===== config.mk =====
export PLATFORM = sky130hd
export DESIGN_NAME = hostwd_cfg_reg
export DESIGN_NICKNAME = d
export VERILOG_FILES = /design/src/rtl/hostwd_pkg.sv /design/src/rtl/hostwd_regfile.sv /design/src/rtl/hostwd_restart_det.sv /design/src/rtl/hostwd_timer.sv /design/src/rtl/hostwd_cfg_reg.sv
export SDC_FILE = /design/constraint.sdc
export NUM_CORES = 1
export LEC_CHECK = 0
export BUFFER_PORTS_ARGS = -buffer_cell sky130_fd_sc_hd__buf_2
export CORE_UTILIZATION = 50
export CTS_CLUSTER_DIAMETER = 50
export DETAILED_ROUTE_END_ITERATION = 6
export HOLD_SLACK_MARGIN = 0.08
export PLACE_DENSITY = 0.76
export SETUP_SLACK_MARGIN = 0.2
export SLEW_MARGIN = 20
export SYNTH_ARGS = -nofsm -noshare
export SYNTH_HDL_FRONTEND = slang
export SYNTH_HIERARCHICAL = 1
export SYNTH_SLANG_ARGS = --single-unit
export TNS_END_PERCENT = 1

===== constraint.sdc =====
create_clock -name clk -period 2.5 [get_ports clk]
set_input_delay 0.25 -clock clk [delete_from_list [all_inputs] [get_ports clk]]
set_output_delay 0.25 -clock clk [all_outputs]
set_load 0.005 [all_outputs]

===== src/rtl/hostwd_pkg.sv =====
package hostwd_pkg;

    typedef struct packed {
        logic       term_en;
        logic       kick;
        logic [1:0] wd_sel;
        logic       safe_en;
        logic [1:0] safe_sel;
        logic       half_en;
    } cfg_t;

    localparam cfg_t CFG_DEFAULT = '{
        term_en:  1'b1,
        kick:     1'b0,
        wd_sel:   2'd1,
        safe_en:  1'b1,
        safe_sel: 2'd2,
        half_en:  1'b1
    };

    localparam logic [1:0] WD_OFF = 2'd0;

    function automatic logic wd_enabled(input logic [1:0] sel);
        return sel != WD_OFF;
    endfunction

endpackage


===== src/rtl/hostwd_regfile.sv =====
module hostwd_regfile
    import hostwd_pkg::*;
(
    input  logic clk,
    input  logic rst,
    input  logic load_dflt_i,
    input  logic wr_en_i,
    input  cfg_t wr_data_i,
    output cfg_t cfg_o
);
    cfg_t cfg_q;

    always_ff @(posedge clk) begin
        if (rst || load_dflt_i) begin
            cfg_q <= CFG_DEFAULT;
        end else if (wr_en_i) begin
            cfg_q <= wr_data_i;
        end else begin
            cfg_q.kick <= 1'b0;
        end
    end

    assign cfg_o = cfg_q;
endmodule


===== src/rtl/hostwd_restart_det.sv =====
module hostwd_restart_det
    import hostwd_pkg::*;
(
    input  logic       wr_en_i,
    input  cfg_t       wr_data_i,
    input  logic [1:0] cur_sel_i,
    input  logic       sw_rst_i,
    output logic       clear_o
);
    logic kick_wr;
    logic sel_change;

    always_comb begin
        kick_wr    = wr_en_i && wr_data_i.kick;
        sel_change = wr_en_i && (wr_data_i.wd_sel != cur_sel_i);
        clear_o    = kick_wr || sel_change || sw_rst_i;
    end
endmodule


===== src/rtl/hostwd_timer.sv =====
module hostwd_timer
    import hostwd_pkg::*;
#(
    parameter int unsigned BASE_TICKS = 40,
    parameter int unsigned CNT_W      = $clog2(BASE_TICKS * 4 + 1)
) (
    input  logic             clk,
    input  logic             rst,
    input  logic             tick_i,
    input  logic [1:0]       sel_i,
    input  logic             clear_i,
    output logic             expire_now_o,
    output logic             expire_q_o,
    output logic [CNT_W-1:0] count_o
);
    localparam logic [CNT_W-1:0] LIM_1 = CNT_W'(BASE_TICKS);
    localparam logic [CNT_W-1:0] LIM_2 = CNT_W'(BASE_TICKS * 2);
    localparam logic [CNT_W-1:0] LIM_3 = CNT_W'(BASE_TICKS * 4);

    logic [CNT_W-1:0] cnt_q;
    logic [CNT_W-1:0] limit;
    logic             hit;
    logic             expire_q;

    always_comb begin
        unique case (sel_i)
            2'd1:    limit = LIM_1;
            2'd2:    limit = LIM_2;
            2'd3:    limit = LIM_3;
            default: limit = '0;
        endcase
        hit          = tick_i && wd_enabled(sel_i) && (cnt_q == limit - 1'b1);
        expire_now_o = hit && !clear_i;
    end

    always_ff @(posedge clk) begin
        if (rst) begin
            cnt_q <= '0;
        end else if (clear_i || !wd_enabled(sel_i) || expire_now_o) begin
            cnt_q <= '0;
        end else if (tick_i) begin
            cnt_q <= cnt_q + 1'b1;
        end
    end

    always_ff @(posedge clk) begin
        if (rst) expire_q <= 1'b0;
        else     expire_q <= expire_now_o;
    end

    assign expire_q_o = expire_q;
    assign count_o    = cnt_q;
endmodule


===== src/rtl/hostwd_cfg_reg.sv =====
module hostwd_cfg_reg
    import hostwd_pkg::*;
#(
    parameter int unsigned BASE_TICKS = 40,
    localparam int unsigned CNT_W     = $clog2(BASE_TICKS * 4 + 1)
) (
    input  logic       clk,
    input  logic       rst,
    input  logic       sw_rst_i,
    input  logic       tick_i,
    input  logic       wr_en_i,
    input  logic [7:0] wr_data_i,
    output logic [7:0] rd_data_o,
    output logic       expire_o
);
    cfg_t             wr_cfg;
    cfg_t             cfg;
    logic             clear;
    logic             expire_now;
    logic [CNT_W-1:0] wd_count;

    assign wr_cfg = cfg_t'(wr_data_i);

    hostwd_restart_det u_restart (
        .wr_en_i   (wr_en_i),
        .wr_data_i (wr_cfg),
        .cur_sel_i (cfg.wd_sel),
        .sw_rst_i  (sw_rst_i),
        .clear_o   (clear)
    );

    hostwd_timer #(
        .BASE_TICKS (BASE_TICKS),
        .CNT_W      (CNT_W)
    ) u_timer (
        .clk          (clk),
        .rst          (rst),
        .tick_i       (tick_i),
        .sel_i        (cfg.wd_sel),
        .clear_i      (clear),
        .expire_now_o (expire_now),
        .expire_q_o   (expire_o),
        .count_o      (wd_count)
    );

    hostwd_regfile u_regs (
        .clk         (clk),
        .rst         (rst),
        .load_dflt_i (sw_rst_i || expire_now),
        .wr_en_i     (wr_en_i),
        .wr_data_i   (wr_cfg),
        .cfg_o       (cfg)
    );

    assign rd_data_o = cfg;
endmodule


# ---- Word-level counts from Yosys, hierarchy flattened
# Index checks and enable logic that the tools add are counted.
dict set report op_classes {
  n_addsub 2
  mul 0
  reduce_logical 16
  n_shift 0
  eq_ne 5
  magnitude_cmp 0
  bitwise 1
  n_mux 1
  div_mod_pow 0
}
# cell n
set ops {}
lappend ops {{$pmux W8 S3} 1}
lappend ops {{$add A8 B1 Y8 const B} 1}
lappend ops {{$eq A8 B8 Y1} 1}
lappend ops {{$sub A8 B1 Y8 const B} 1}
lappend ops {{$logic_or A1 B1 Y1} 6}
lappend ops {{$logic_and A1 B1 Y1} 5}
lappend ops {{$eq A2 B2 Y1 const B} 2}
lappend ops {{$reduce_or A2 Y1} 2}
lappend ops {{$eq A2 B1 Y1 const B} 1}
lappend ops {{$logic_not A1 Y1} 2}
lappend ops {{$ne A2 B2 Y1} 1}
lappend ops {{$reduce_bool A2 Y1} 1}
lappend ops {{$not A1 Y1} 1}
dict set report totals {
  output_inout_bits 9
  input_bits 13
  word_cells 33
  n_memories 0
  romBits 0
  mem_bits_rw 0
  latch_bits 0
  reg_bits 17
}

# ---- Longest topological paths before layout
dict set report logic_depth {
  word_depth 9
  depth_mapped 9
  depth_no_buf 9
}

# ---- Cells and area by module
# The synthesis kept the hierarchy.
# mod cells_each area_each_um2 instances seq_area_each_um2
set modules_own_cells {}
lappend modules_own_cells {hostwd_timer 52 508.0 1 180.2}
lappend modules_own_cells {hostwd_regfile 25 284.0 1 160.2}
lappend modules_own_cells {hostwd_restart_det 5 31.3 1 0.0}
lappend modules_own_cells {hostwd_cfg_reg 1 6.3 1 0.0}

# ---- Least setup slack after synthesis
# Ideal clock, no wire load.
dict set report synth_path {
  path_type {flip-flop to flip-flop}
  startpoint {reg u_regs.cfg_q, in the netlist u_regs/cfg_o[5]}
  endpoint {reg u_regs.cfg_q, in the netlist u_regs/cfg_o[6]}
  t_required_ns 2.384
  n_path_buf 0
  stages_incl_launch_ff 10
  arrival_time_ns 2.051
  slack_ns 0.333
  period_less_slack_ns 2.167
  setup_ns 0.116
  path_cell_list {dfxtp_1 > inv_1 > ha_1 > nor2_1 > xnor2_2 > nor4b_4 > nor3b_1 > or2_1 > nor2_2 > and3_2}
}
dict set report synth_via {
  elab_chain_len 9
  word_cells_on_any_way 18
  classes_between {1 x add/sub; 5 x eq/ne; 1 x mux; 11 x reduce/logical}
}
# item line_no
set synth_lines {}
lappend synth_lines {{start: declaration} hostwd_regfile.sv:11} ;# cfg_t cfg_q;
lappend synth_lines {{start signal: assignment} hostwd_regfile.sv:17} ;# cfg_q <= wr_data_i;
lappend synth_lines {{$eq A2 B2 Y1, or another cell as far along} hostwd_timer.sv:26} ;# unique case (sel_i)
lappend synth_lines {{$pmux W8 S3 / $logic_and A1 B1 Y1 (equally long branches)} {hostwd_timer.sv:26, hostwd_restart_det.sv:15}}
lappend synth_lines {{$sub A8 B1 Y8 / $logic_or A1 B1 Y1 (equally long branches)} {hostwd_timer.sv:32, hostwd_restart_det.sv:16}}
lappend synth_lines {{$eq A8 B8 Y1 / $logic_or A1 B1 Y1 (equally long branches)} {hostwd_timer.sv:32, hostwd_restart_det.sv:16}}
lappend synth_lines {{$logic_and A1 B1 Y1 / $logic_not A1 Y1 (equally long branches)} {hostwd_timer.sv:32, hostwd_timer.sv:33}}
lappend synth_lines {{$logic_and A1 B1 Y1 *} hostwd_timer.sv:33} ;# expire_now_o = hit && !clear_i;
lappend synth_lines {{via expire_now} hostwd_cfg_reg.sv:19} ;# logic expire_now;
lappend synth_lines {{$logic_or A1 B1 Y1 *} hostwd_cfg_reg.sv:49} ;# .load_dflt_i (sw_rst_i || expire_now),
lappend synth_lines {{$logic_or A1 B1 Y1 *} hostwd_regfile.sv:14} ;# if (rst || load_dflt_i) begin
lappend synth_lines {{$reduce_or A2 Y1 (no line) *} --}
# The timed path passes the listed nets; every way through them passes the cells marked *.
# A chain may end at the register's enable or synchronous reset.

# ---- Worst setup path after layout
dict set report layout_path {
  startpoint {reg u_regs.cfg_q, in the netlist u_regs/cfg_o[4]}
  endpoint {reg u_regs.cfg_q, in the netlist u_regs/cfg_o[6]}
}
# The elaborated chain is that of the path after synthesis.

==> impl_metrics.yaml <==
setup_path:
  crit_buf_inv: 1
  reg2reg_setup_slack_ns: 0.43
  critPathTopFamily: "simple AND/OR/NAND/NOR gates"
  start_kind: "register"
  worstPathRequired_ns: 2.70
  crit_path_max_fanout: 6
  arrival_ns: 2.27
  end_kind: "register"
  critPathKind: "reg2reg"
  slowest_stage: "dfxtp_1"
  cp_cell_sequence: "inv_1 > ha_1 > nor2_1 > xnor2_2 > nor4b_4 > nor3b_1 > or2_1 > nor2_2 > and3_2"
  critical_path.max_stage_delay_ns: 0.41
placement:
  io_buffers: 21
  dpl_cell_area_um2: 947
  gp_congestion: 0.740
  hpwlAfterDp_mm: 1.17
sta:
  fin_crit_sh_pct: 83.0
  slew_violations: 0
  relSlewSlack_pct: 73.1
  rsz0062_at_grt: "false"
  worst_pin_slew_ns: 0.401
  period_minus_slack_ns: 2.07
  setup-tns-final_ns: 0
  finalHoldViolCount: 0
  clock.fmax_mhz: 482
  setup_viol: 0
  skew_ns: 0.00925
finish:
  post-route-util_pct: 64.2
  seqCellArea_um2: 342
  n_fill_cell: 131
  final_area_um2: 978
  drive_gt1_share_pct: 29.9
  multi_input_area_um2: 467
  mostFrequentLayoutCells: "21 x buf_2, 16 x dfxtp_1, 10 x nor3_1"
  nNetsFinal: 125
  syn_to_final_growth_pct: 17.9
  layout_commonest_cell: "buf_2"
  n_antenna_cell: 0
global_routing:
  grt-ovfl-total: 0
  grt_max_degree: 12
  grtUsageTotal_pct: 18.7
  grt_pass1_vias: 610
  grt_antenna_before_repair: 0
  grt_pass1_wl_mm: 2.54
clocking:
  cts_tree: "yes"
  holdBufCountCts: 0
  postCtsSetupBuffers: 0
  htreeDepth: 1
  cts_inserted_buffers: 3
  cts_resized: 0
  clk_latency_ns: 0.29
  cts.path.max_buffers: 2
  clkTransAtPathRegs_ns: 0.11
  clockRootBuffer: "clkbuf_4"
  clkSinkCount: 17
floorplan:
  dieHeight_um: 42.7
  rows: 14
  io_pins: 22
  fp.coreArea_um2: 1520
  die_w_um: 42.7
  fp.dieArea_um2: 1830
  start_util_pct: 54.4
detailed_routing:
  drc: 0
  via_per_inst: 5.18
  drtIter0Drc: 7
  firstDrtPassIters: 4
  wl_per_cell_um: 11.8
  detail-route-antenna-nets: 0
  wirelength_mm: 1.45
  dr_total_vias: 637
logic_synthesis:
  avgSynthCellArea_um2: 9.99
  synth_top_area_cell: "dfxtp_1"
  syn_area_um2: 830
  yosysUniqueCellTypes: 24
  postSynthCellCount: 83
  synth_area_leaders: "dfxtp_1 41%, mux2i_1 9.7%, xor2_1 6.3%"
  synth-seq-cells: 17
  seq_area_frac_synth_pct: 41.0
  yosysWarnings: 6
  syn_nets: 100
  post-synth-top-area-fraction_pct: 41.0
outcome:
  status: "finished clean"
flow_run:
  cap_violations: 0
pwr:
  powerDensity_nw_per_um2: 491
  ir_drop_mv: 0.425
  p_leak_nw: 0.428
  power_mw: 0.480
worst_hold_path:
  hold_path.class: "in2reg"
## final cells by class
class / instances / share of cell area [%]
Multi-Input combinational cell: 62 / 47.7
Timing Repair Buffer: 22 / 11.5
Sequential cell: 17 / 34.9
Clock inverter: 1 / 0.767
Clock buffer: 3 / 2.30
Tap cell: 16 / 2.05
Inverter: 2 / 0.767
## per-layer routing
layer  routed length (um)  vias to the layer above  GRT usage, %
met5                    0                        -             0
met2                  734                       16          33.3
met1                  642                      286          21.4
li1                     -                      333             -
met4                   10                        0          3.75
met3                   60                        2          6.38
## synth_stat cells (all sizes together)
cell and instances:
a21oi 1, nand3 1, or3 1, xnor2 6, o21ai 1, ha 4, nor3b 1, nand4 2
xor2 6, dfxtp 17, buf 1, and3 2, clkbuf 1, a31oi 1, nor2 6, or2 1
inv 2, nand2 9, nor3 10, nor4b 2, mux2i 8
## through the flow
| step | setup slack, ns | hold WS (ns) | instances |
|---|---|---|---|
| after floorplan | 0.333 | 0.322 | 83 |
| after global placement | 0.406 | 0.452 | 119 |
| after detailed placement | 0.348 | 0.459 | 119 |
| after CTS | 0.330 | 0.160 | 123 |
| after global routing | 0.208 | 0.157 | 123 |
| final | 0.426 | 0.174 | 123 |
## sequential cells by signal, indices dropped and copies added (netlist names)
register,flops
u_timer/count_o,8
u_regs/cfg_o,8
u_timer/expire_q_o,1
## cells by family after synthesis
group / synth area share [%]
AND/OR/NAND/NOR: 25.0
flip-flops: 41.0
XOR/XNOR: 13.6
multiplexers: 9.65
buffers and inverters: 2.71
adder cells (fa/ha/maj): 6.03
AO/OA/AOI/OAI: 1.96
## worst min-delay path, delay by kind of cell
family	cells	cell delay [ns]
muxes	1	0.06
buffers and inverters	1	0.08
and+or+nand+nor	1	0.06
## power by group
part / internal, mW / switching [mW]
clock network: 0.0608 / 0.0901
logic: 0.0239 / 0.0260
registers: 0.276 / 0.00372
## final timing paths
check                                     start               to  depth (start not counted)
worst max-delay path            u_regs/cfg_o[4]  u_regs/cfg_o[6]                          9
worst max register to register  u_regs/cfg_o[4]  u_regs/cfg_o[6]                          9
worst min-delay path               wr_data_i[7]  u_regs/cfg_o[7]                          3
worst min register to register  u_regs/cfg_o[7]  u_regs/cfg_o[7]                          2
(Power assumes the default switching activity.)
